## src/rtl/pwrbtn_pkg.sv

```systemverilog
// Shared types and helpers for the power button conditioner.
// Assumes the debounce select is a 2-bit code with four fixed steps.
package pwrbtn_pkg;

    typedef enum logic [1:0] {
        DBS_NONE  = 2'b00,
        DBS_SHORT = 2'b01,
        DBS_MID   = 2'b10,
        DBS_LONG  = 2'b11
    } dbsel_e;

    // Returns the tick count chosen by a select code among four candidates.
    function automatic int unsigned pick_ticks(dbsel_e sel, int unsigned t_none,
                                               int unsigned t_short, int unsigned t_mid,
                                               int unsigned t_long);
        case (sel)
            DBS_NONE:  return t_none;
            DBS_SHORT: return t_short;
            DBS_MID:   return t_mid;
            default:   return t_long;
        endcase
    endfunction

endpackage

```

## src/rtl/pwrbtn_sync.sv

```systemverilog
// Multi-stage synchronizer that brings the asynchronous pin into the clock domain.
// Assumes STAGES >= 2. The reset value is the released (high) level.
module pwrbtn_sync #(
    parameter int   STAGES  = 2,
    parameter logic RST_VAL = 1'b1
) (
    input  logic clk_i,
    input  logic rst_ni,
    input  logic d_i,
    output logic q_o
);
    logic [STAGES-1:0] ff_q;

    // Shift the pin through the flop chain.
    always_ff @(posedge clk_i) begin
        if (!rst_ni) ff_q <= {STAGES{RST_VAL}};
        else         ff_q <= {ff_q[STAGES-2:0], d_i};
    end

    assign q_o = ff_q[STAGES-1];
endmodule

```

## src/rtl/pwrbtn_filter.sv

```systemverilog
// Level filter with separate hold counts for the low-going and high-going transitions.
// The filtered state flips after the raw level differs from it for `limit` consecutive
// samples, and a one-cycle strobe marks the flip. A limit of 0 behaves as 1.
// Assumes the limits stay stable while a count is running.
module pwrbtn_filter #(
    parameter int CW = 15
) (
    input  logic          clk_i,
    input  logic          rst_ni,
    input  logic          raw_i,
    input  logic [CW-1:0] fall_lim_i,
    input  logic [CW-1:0] rise_lim_i,
    output logic          fall_stb_o,
    output logic          rise_stb_o
);
    logic          state_q;
    logic [CW-1:0] cnt_q;
    logic [CW-1:0] lim;
    logic          hit;

    // Choose the limit for the transition the filter is waiting for.
    always_comb begin
        lim = state_q ? fall_lim_i : rise_lim_i;
        hit = ({1'b0, cnt_q} + {{CW{1'b0}}, 1'b1}) >= {1'b0, lim};
    end

    // Count differing samples, flip and strobe when the limit is reached.
    always_ff @(posedge clk_i) begin
        if (!rst_ni) begin
            state_q    <= 1'b1;
            cnt_q      <= '0;
            fall_stb_o <= 1'b0;
            rise_stb_o <= 1'b0;
        end else begin
            fall_stb_o <= 1'b0;
            rise_stb_o <= 1'b0;
            if (raw_i == state_q) begin
                cnt_q <= '0;
            end else if (hit) begin
                state_q    <= raw_i;
                cnt_q      <= '0;
                fall_stb_o <= !raw_i;
                rise_stb_o <= raw_i;
            end else begin
                cnt_q <= cnt_q + 1'b1;
            end
        end
    end

    p_fall_after_low_r6: assert property (@(posedge clk_i) disable iff (!rst_ni)
        fall_stb_o |-> !$past(raw_i));
    p_rise_after_high_r6: assert property (@(posedge clk_i) disable iff (!rst_ni)
        rise_stb_o |-> $past(raw_i));
    p_flip_with_strobe_r6: assert property (@(posedge clk_i) disable iff (!rst_ni)
        (state_q != $past(state_q)) |-> (fall_stb_o || rise_stb_o));
    p_fall_single_r10: assert property (@(posedge clk_i) disable iff (!rst_ni)
        fall_stb_o |=> !fall_stb_o);
    p_rise_single_r10: assert property (@(posedge clk_i) disable iff (!rst_ni)
        rise_stb_o |=> !rise_stb_o);
endmodule

```

## src/rtl/pwrbtn_hold.sv

```systemverilog
// Long-press timer: counts consecutive pressed samples and issues one request per press
// when HOLD consecutive low samples are seen and the enable is set.
// Assumes HOLD >= 2. Release clears the count and re-arms the timer.
module pwrbtn_hold #(
    parameter int HOLD = 131072
) (
    input  logic clk_i,
    input  logic rst_ni,
    input  logic sense_i,
    input  logic en_i,
    output logic req_o
);
    localparam int HW = $clog2(HOLD + 1);
    localparam logic [HW-1:0] LAST = HW'(HOLD - 1);

    logic [HW-1:0] cnt_q;
    logic          done_q;

    // Time the press, fire once, and wait for release before re-arming.
    always_ff @(posedge clk_i) begin
        if (!rst_ni) begin
            cnt_q  <= '0;
            done_q <= 1'b0;
            req_o  <= 1'b0;
        end else begin
            req_o <= 1'b0;
            if (sense_i) begin
                cnt_q  <= '0;
                done_q <= 1'b0;
            end else if (!done_q) begin
                if (cnt_q == LAST) begin
                    cnt_q  <= '0;
                    done_q <= 1'b1;
                    req_o  <= en_i;
                end else begin
                    cnt_q <= cnt_q + 1'b1;
                end
            end
        end
    end

    p_req_pulse_r10: assert property (@(posedge clk_i) disable iff (!rst_ni)
        req_o |=> !req_o);
    p_req_enabled_r9: assert property (@(posedge clk_i) disable iff (!rst_ni)
        req_o |-> $past(en_i));
    p_req_pressed_r7: assert property (@(posedge clk_i) disable iff (!rst_ni)
        req_o |-> !$past(sense_i));
    p_once_per_press_r8: assert property (@(posedge clk_i) disable iff (!rst_ni)
        (done_q && !sense_i) |=> !req_o);
endmodule

```

## src/rtl/pwrbtn_cond.sv

```systemverilog
// Power button conditioner top level. It synchronizes the active-low pin and exposes it
// undebounced. It derives a turn-on event, press and release interrupt strobes, and a
// long-press reset request. All times are sampling-clock cycle counts.
// Assumes LONG_TICKS is the largest of the three debounce counts.
module pwrbtn_cond #(
    parameter int SHORT_TICKS = 1024,
    parameter int MID_TICKS   = 4096,
    parameter int LONG_TICKS  = 24576,
    parameter int HOLD_TICKS  = 131072
) (
    input  logic       clk_i,
    input  logic       rst_ni,
    input  logic       pin_i,
    input  logic [1:0] dbsel_i,
    input  logic       rst_en_i,
    output logic       sense_o,
    output logic       turnon_o,
    output logic       fall_irq_o,
    output logic       rise_irq_o,
    output logic       sysrst_req_o
);
    import pwrbtn_pkg::*;

    localparam int CW = $clog2(LONG_TICKS + 1);

    logic [CW-1:0] on_fall_lim;
    logic [CW-1:0] irq_fall_lim;
    logic [CW-1:0] rise_lim;
    logic [CW-1:0] rearm_lim;
    logic          on_rise;
    dbsel_e        sel;

    // Bring the pin into the clock domain. The result is the sense bit.
    pwrbtn_sync #(.STAGES(2), .RST_VAL(1'b1)) sync_i (
        .clk_i (clk_i),
        .rst_ni(rst_ni),
        .d_i   (pin_i),
        .q_o   (sense_o)
    );

    // Decode the select into the per-filter hold counts.
    always_comb begin
        sel          = dbsel_e'(dbsel_i);
        on_fall_lim  = CW'(pick_ticks(sel, 0, SHORT_TICKS, MID_TICKS, LONG_TICKS));
        irq_fall_lim = CW'(pick_ticks(sel, SHORT_TICKS, SHORT_TICKS, MID_TICKS, LONG_TICKS));
        rise_lim     = CW'(SHORT_TICKS);
        rearm_lim    = CW'(1);
    end

    pwrbtn_filter #(.CW(CW)) on_filt_i (
        .clk_i     (clk_i),
        .rst_ni    (rst_ni),
        .raw_i     (sense_o),
        .fall_lim_i(on_fall_lim),
        .rise_lim_i(rearm_lim),
        .fall_stb_o(turnon_o),
        .rise_stb_o(on_rise)
    );

    pwrbtn_filter #(.CW(CW)) irq_filt_i (
        .clk_i     (clk_i),
        .rst_ni    (rst_ni),
        .raw_i     (sense_o),
        .fall_lim_i(irq_fall_lim),
        .rise_lim_i(rise_lim),
        .fall_stb_o(fall_irq_o),
        .rise_stb_o(rise_irq_o)
    );

    pwrbtn_hold #(.HOLD(HOLD_TICKS)) hold_i (
        .clk_i  (clk_i),
        .rst_ni (rst_ni),
        .sense_i(sense_o),
        .en_i   (rst_en_i),
        .req_o  (sysrst_req_o)
    );

    p_turnon_after_press_r3: assert property (@(posedge clk_i) disable iff (!rst_ni)
        turnon_o |-> !$past(sense_o));
    p_rearm_after_release_r3: assert property (@(posedge clk_i) disable iff (!rst_ni)
        on_rise |-> $past(sense_o));
    p_rise_irq_released_r5: assert property (@(posedge clk_i) disable iff (!rst_ni)
        rise_irq_o |-> $past(sense_o));
endmodule

```

## config.mk

```make
export PLATFORM = sky130hd
export DESIGN_NAME = pwrbtn_cond
export DESIGN_NICKNAME = d
export VERILOG_FILES = /design/src/rtl/pwrbtn_pkg.sv /design/src/rtl/pwrbtn_sync.sv /design/src/rtl/pwrbtn_filter.sv /design/src/rtl/pwrbtn_hold.sv /design/src/rtl/pwrbtn_cond.sv
export SDC_FILE = /design/constraint.sdc
export NUM_CORES = 1
export LEC_CHECK = 0
export BUFFER_PORTS_ARGS = -buffer_cell sky130_fd_sc_hd__buf_2
export CORE_UTILIZATION = 40
export CTS_CLUSTER_DIAMETER = 100
export CTS_CLUSTER_SIZE = 25
export DETAILED_ROUTE_END_ITERATION = 10
export SLEW_MARGIN = 5
export SYNTH_ARGS = -nofsm -noshare
export SYNTH_HDL_FRONTEND = slang
export SYNTH_SLANG_ARGS = --single-unit
```

## constraint.sdc

```tcl
create_clock -name clk_i -period 3.7 [get_ports clk_i]
set_input_delay 0.185 -clock clk_i [delete_from_list [all_inputs] [get_ports clk_i]]
set_output_delay 0.185 -clock clk_i [all_outputs]
set_load 0.1 [all_outputs]
```

==> flow_summary.yaml <==
status:
  status: "completed"
global_routing:
  antenna_found_initial: 0
  grt_pass1_vias: 2062
  grt_pass1_wl_mm: 9.204
  grt_max_degree: 16
  gr-total-overflow: 0
  grtUsageTotal: 0.1561
timing:
  rsz0062_at_grt: "false"
  hold_viol: 0
  period_minus_slack_ns: 3.392
  setup_viol_count_final: 0
  tightest_slew_ns: 0.8183
  skew_ns: 0.003235
  hold_slack_ns: 0.03271
  finalCritPeriodShare: 0.9169
  fin_setup_tns_ns: 0
  finalMaxSlewViolations: 0
  max_freq_ghz: 0.2948
  slew_headroom: 0.4498
worst_hold_path:
  hp-class: "in2reg"
route:
  vias: 2249
  dr.first_iter.drc_count: 50
  drc: 0
  vias_per_cell: 4.998
  detail-route-antenna-nets: 0
  dr.pass1.iters: 4
  post_drt_wl_per_cell_um: 12.20
  drt_wl_total_mm: 5.488
clocking:
  cts-root-buf: "clkbuf_8"
  htreeDepth: 3
  cts.sinks: 57
  cts.path.max_buffers: 2
  numCtsBuffers: 9
  clkTransAtPathRegs_ns: 0.06
  insertion_delay_ns: 0.33
  tritoncts: "built"
setup_path:
  cp-end-kind: "register"
  path_buf_inv: 1
  critPathMaxFanout: 6
  worstPathCellList: "ha_1 -> and4_1 -> and3_1 -> nand3_1 -> xnor2_1 -> ha_1 -> o21ai_0 -> a21oi_1 -> a21oi_1 -> or4b_4 -> o2111ai_4 -> buf_4 -> nor2_1"
  worstPathArrival_ns: 3.62
  cp_top_family: "simple AND/OR/NAND/NOR gates"
  start_kind: "register"
  max_stage_delay_ns: 0.55
  crit_type: "reg2reg"
  cp_slowest_cell: "or4b_4"
  cp_data_required_time_ns: 3.92
  r2r_setup_slack_ns: 0.31
yosys:
  synthSimpleGateAreaFrac: 0.2878
  syn_nets: 353
  syn_avg_cell_area_um2: 8.773
  synth_top_area_frac: 0.3894
  synth-adder-area-share: 0.05551
  ys_ff_latch: 57
  synth-xor-area-share: 0.1255
  async_flop_share: 0
  yosysTopAreaCell: "dfxtp_1"
  synth_mux_area_frac: 0.02050
  synth_edf_count: 0
  yosysWarnings: 0
  synthCells: 334
  yosysMostFrequentCell: "dfxtp_1"
  ys_types: 48
  synth-compound-area-share: 0.09095
  ys_seq_area_frac: 0.3894
  netlist_top_cells_area: "dfxtp_1, xor2_1, nor2_1, ha_1, xnor2_1"
  synth_area_um2: 2930
  synthFlopType: "dfxtp_1"
  synth_top_family_by_area: "simple AND/OR/NAND/NOR gates"
  synth_commonest_cells: "dfxtp_1, nor2_1, nand3_1, xor2_1, nand2_1"
power:
  p_leak_nw: 1.237
  vdd_drop_max_mv: 0.2734
  power_density_nw_per_um2: 399.8
floorplan:
  start_util: 0.4220
  die_h_um: 87.59
  pin_count: 11
  die_w_um: 87.59
  dieArea_um2: 7672
  rows: 30
  core_um2: 6944
placed_design:
  io_buffers: 10
  gp_congestion: 0.7630
  hpwl_mm: 3.956
cells_and_area:
  num_antenna_cells: 0
  final_net_count: 368
  drive_gt1_frac: 0.1073
  nFillCells: 658
  area_growth_pct: 12.98
job:
  maxCapViolCount: 0
## cells by family (layout without fill, tap and decap cells)
logic type,Yosys count,in the layout
xor+xnor,42,42
flops,57,57
compound gates,36,36
simple gates,163,163
buf+inv,17,37
fa+ha+maj,13,13
mux,6,6
## power by group
part / switching (mW) / internal (mW)
clock: 0.241 / 0.417
combinational: 0.0272 / 0.0176
sequential: 0.00357 / 0.617
total: 0.272 / 1.05
## sequential cells by signal, summed over array words and instances (netlist names)
register               cells
hold_i.cnt_q              18
hold_i.done_q              1
hold_i.req_o               1
irq_filt_i.cnt_q          15
irq_filt_i.fall_stb_o      1
irq_filt_i.rise_stb_o      1
irq_filt_i.state_q         1
on_filt_i.cnt_q           15
on_filt_i.fall_stb_o       1
on_filt_i.state_q          1
sync_i.ff_q                2
## per-stage QoR
| step | setup WS [ns] | power (mW) | instance area [µm²] | instances | utilization |
|---|---|---|---|---|---|
| 3_5_place_dp | 0.2517 | 0.6769 | 3060 | 432 | 0.4407 |
| 5_1_grt | 0.09813 | 1.373 | 3311 | 450 | 0.4768 |
| 2_1_floorplan | 0.6038 | 0.6647 | 2930 | 334 | - |
| 4_1_cts | 0.2337 | 1.344 | 3283 | 448 | 0.4728 |
| 6_report | 0.3075 | 1.323 | 3311 | 450 | 0.4768 |
| 3_3_place_gp | 0.3781 | 0.6760 | 3060 | 432 | 0.4407 |
## repair_timing
| action | CTS | global route |
|---|---|---|
| setup buffers | 0 | 2 |
| resized for setup | 0 | 0 |
| hold buffers | 0 | 0 |
| setup endpoints to repair | 0 | 1 |
## routing by layer
metal / vias up / part of all wire / GRT usage
met2: 28 / 0.45 / 0.2464
li1: 1199 / - / -
met3: 6 / 0.033 / 0.04901
met1: 1016 / 0.51 / 0.1945
met4: 0 / 0.0091 / 0.07303
met5: - / 0 / 0
## layout by cell type, fill, tap and decap left out, types with 3 or more instances in the layout
master,Yosys,layout
or3_1,3,3
o21ai_0,5,5
nand3_1,25,25
mux2i_1,6,6
clkbuf_1,4,3
nor4_1,5,5
and3_1,11,11
clkbuf_8,0,11
ha_1,13,13
and4_1,5,5
buf_4,1,5
nor2_1,51,51
nand2_1,19,19
or2_2,3,3
nor3_1,5,5
buf_2,4,10
xnor2_1,17,17
a21oi_1,8,8
dfxtp_1,57,57
nand4_1,9,9
inv_1,5,5
xor2_1,25,25
o31ai_1,3,3
nor2b_1,13,13
nand2b_1,6,6
## layout make-up
class | count | area, µm² | share of cell area
clock buffers | 14 | 162.7 | 0.04913
clock inverters | 2 | 60.06 | 0.01814
inverters | 5 | 18.77 | 0.005669
multi-input cells | 260 | 1700 | 0.5136
flip-flops and latches | 57 | 1141 | 0.3447
well taps | 96 | 120.1 | 0.03628
repair buffers | 16 | 107.6 | 0.03250
## final timing paths
check	cells after the start	startpoint	endpoint
max	13	irq_filt_i.cnt_q[0]	irq_filt_i.cnt_q[10]
min	2	pin_i	sync_i.ff_q[0]
max reg2reg	13	irq_filt_i.cnt_q[0]	irq_filt_i.cnt_q[10]
min reg2reg	1	sync_i.ff_q[0]	sync_i.ff_q[1]
Power figures use the tool's default switching activity.
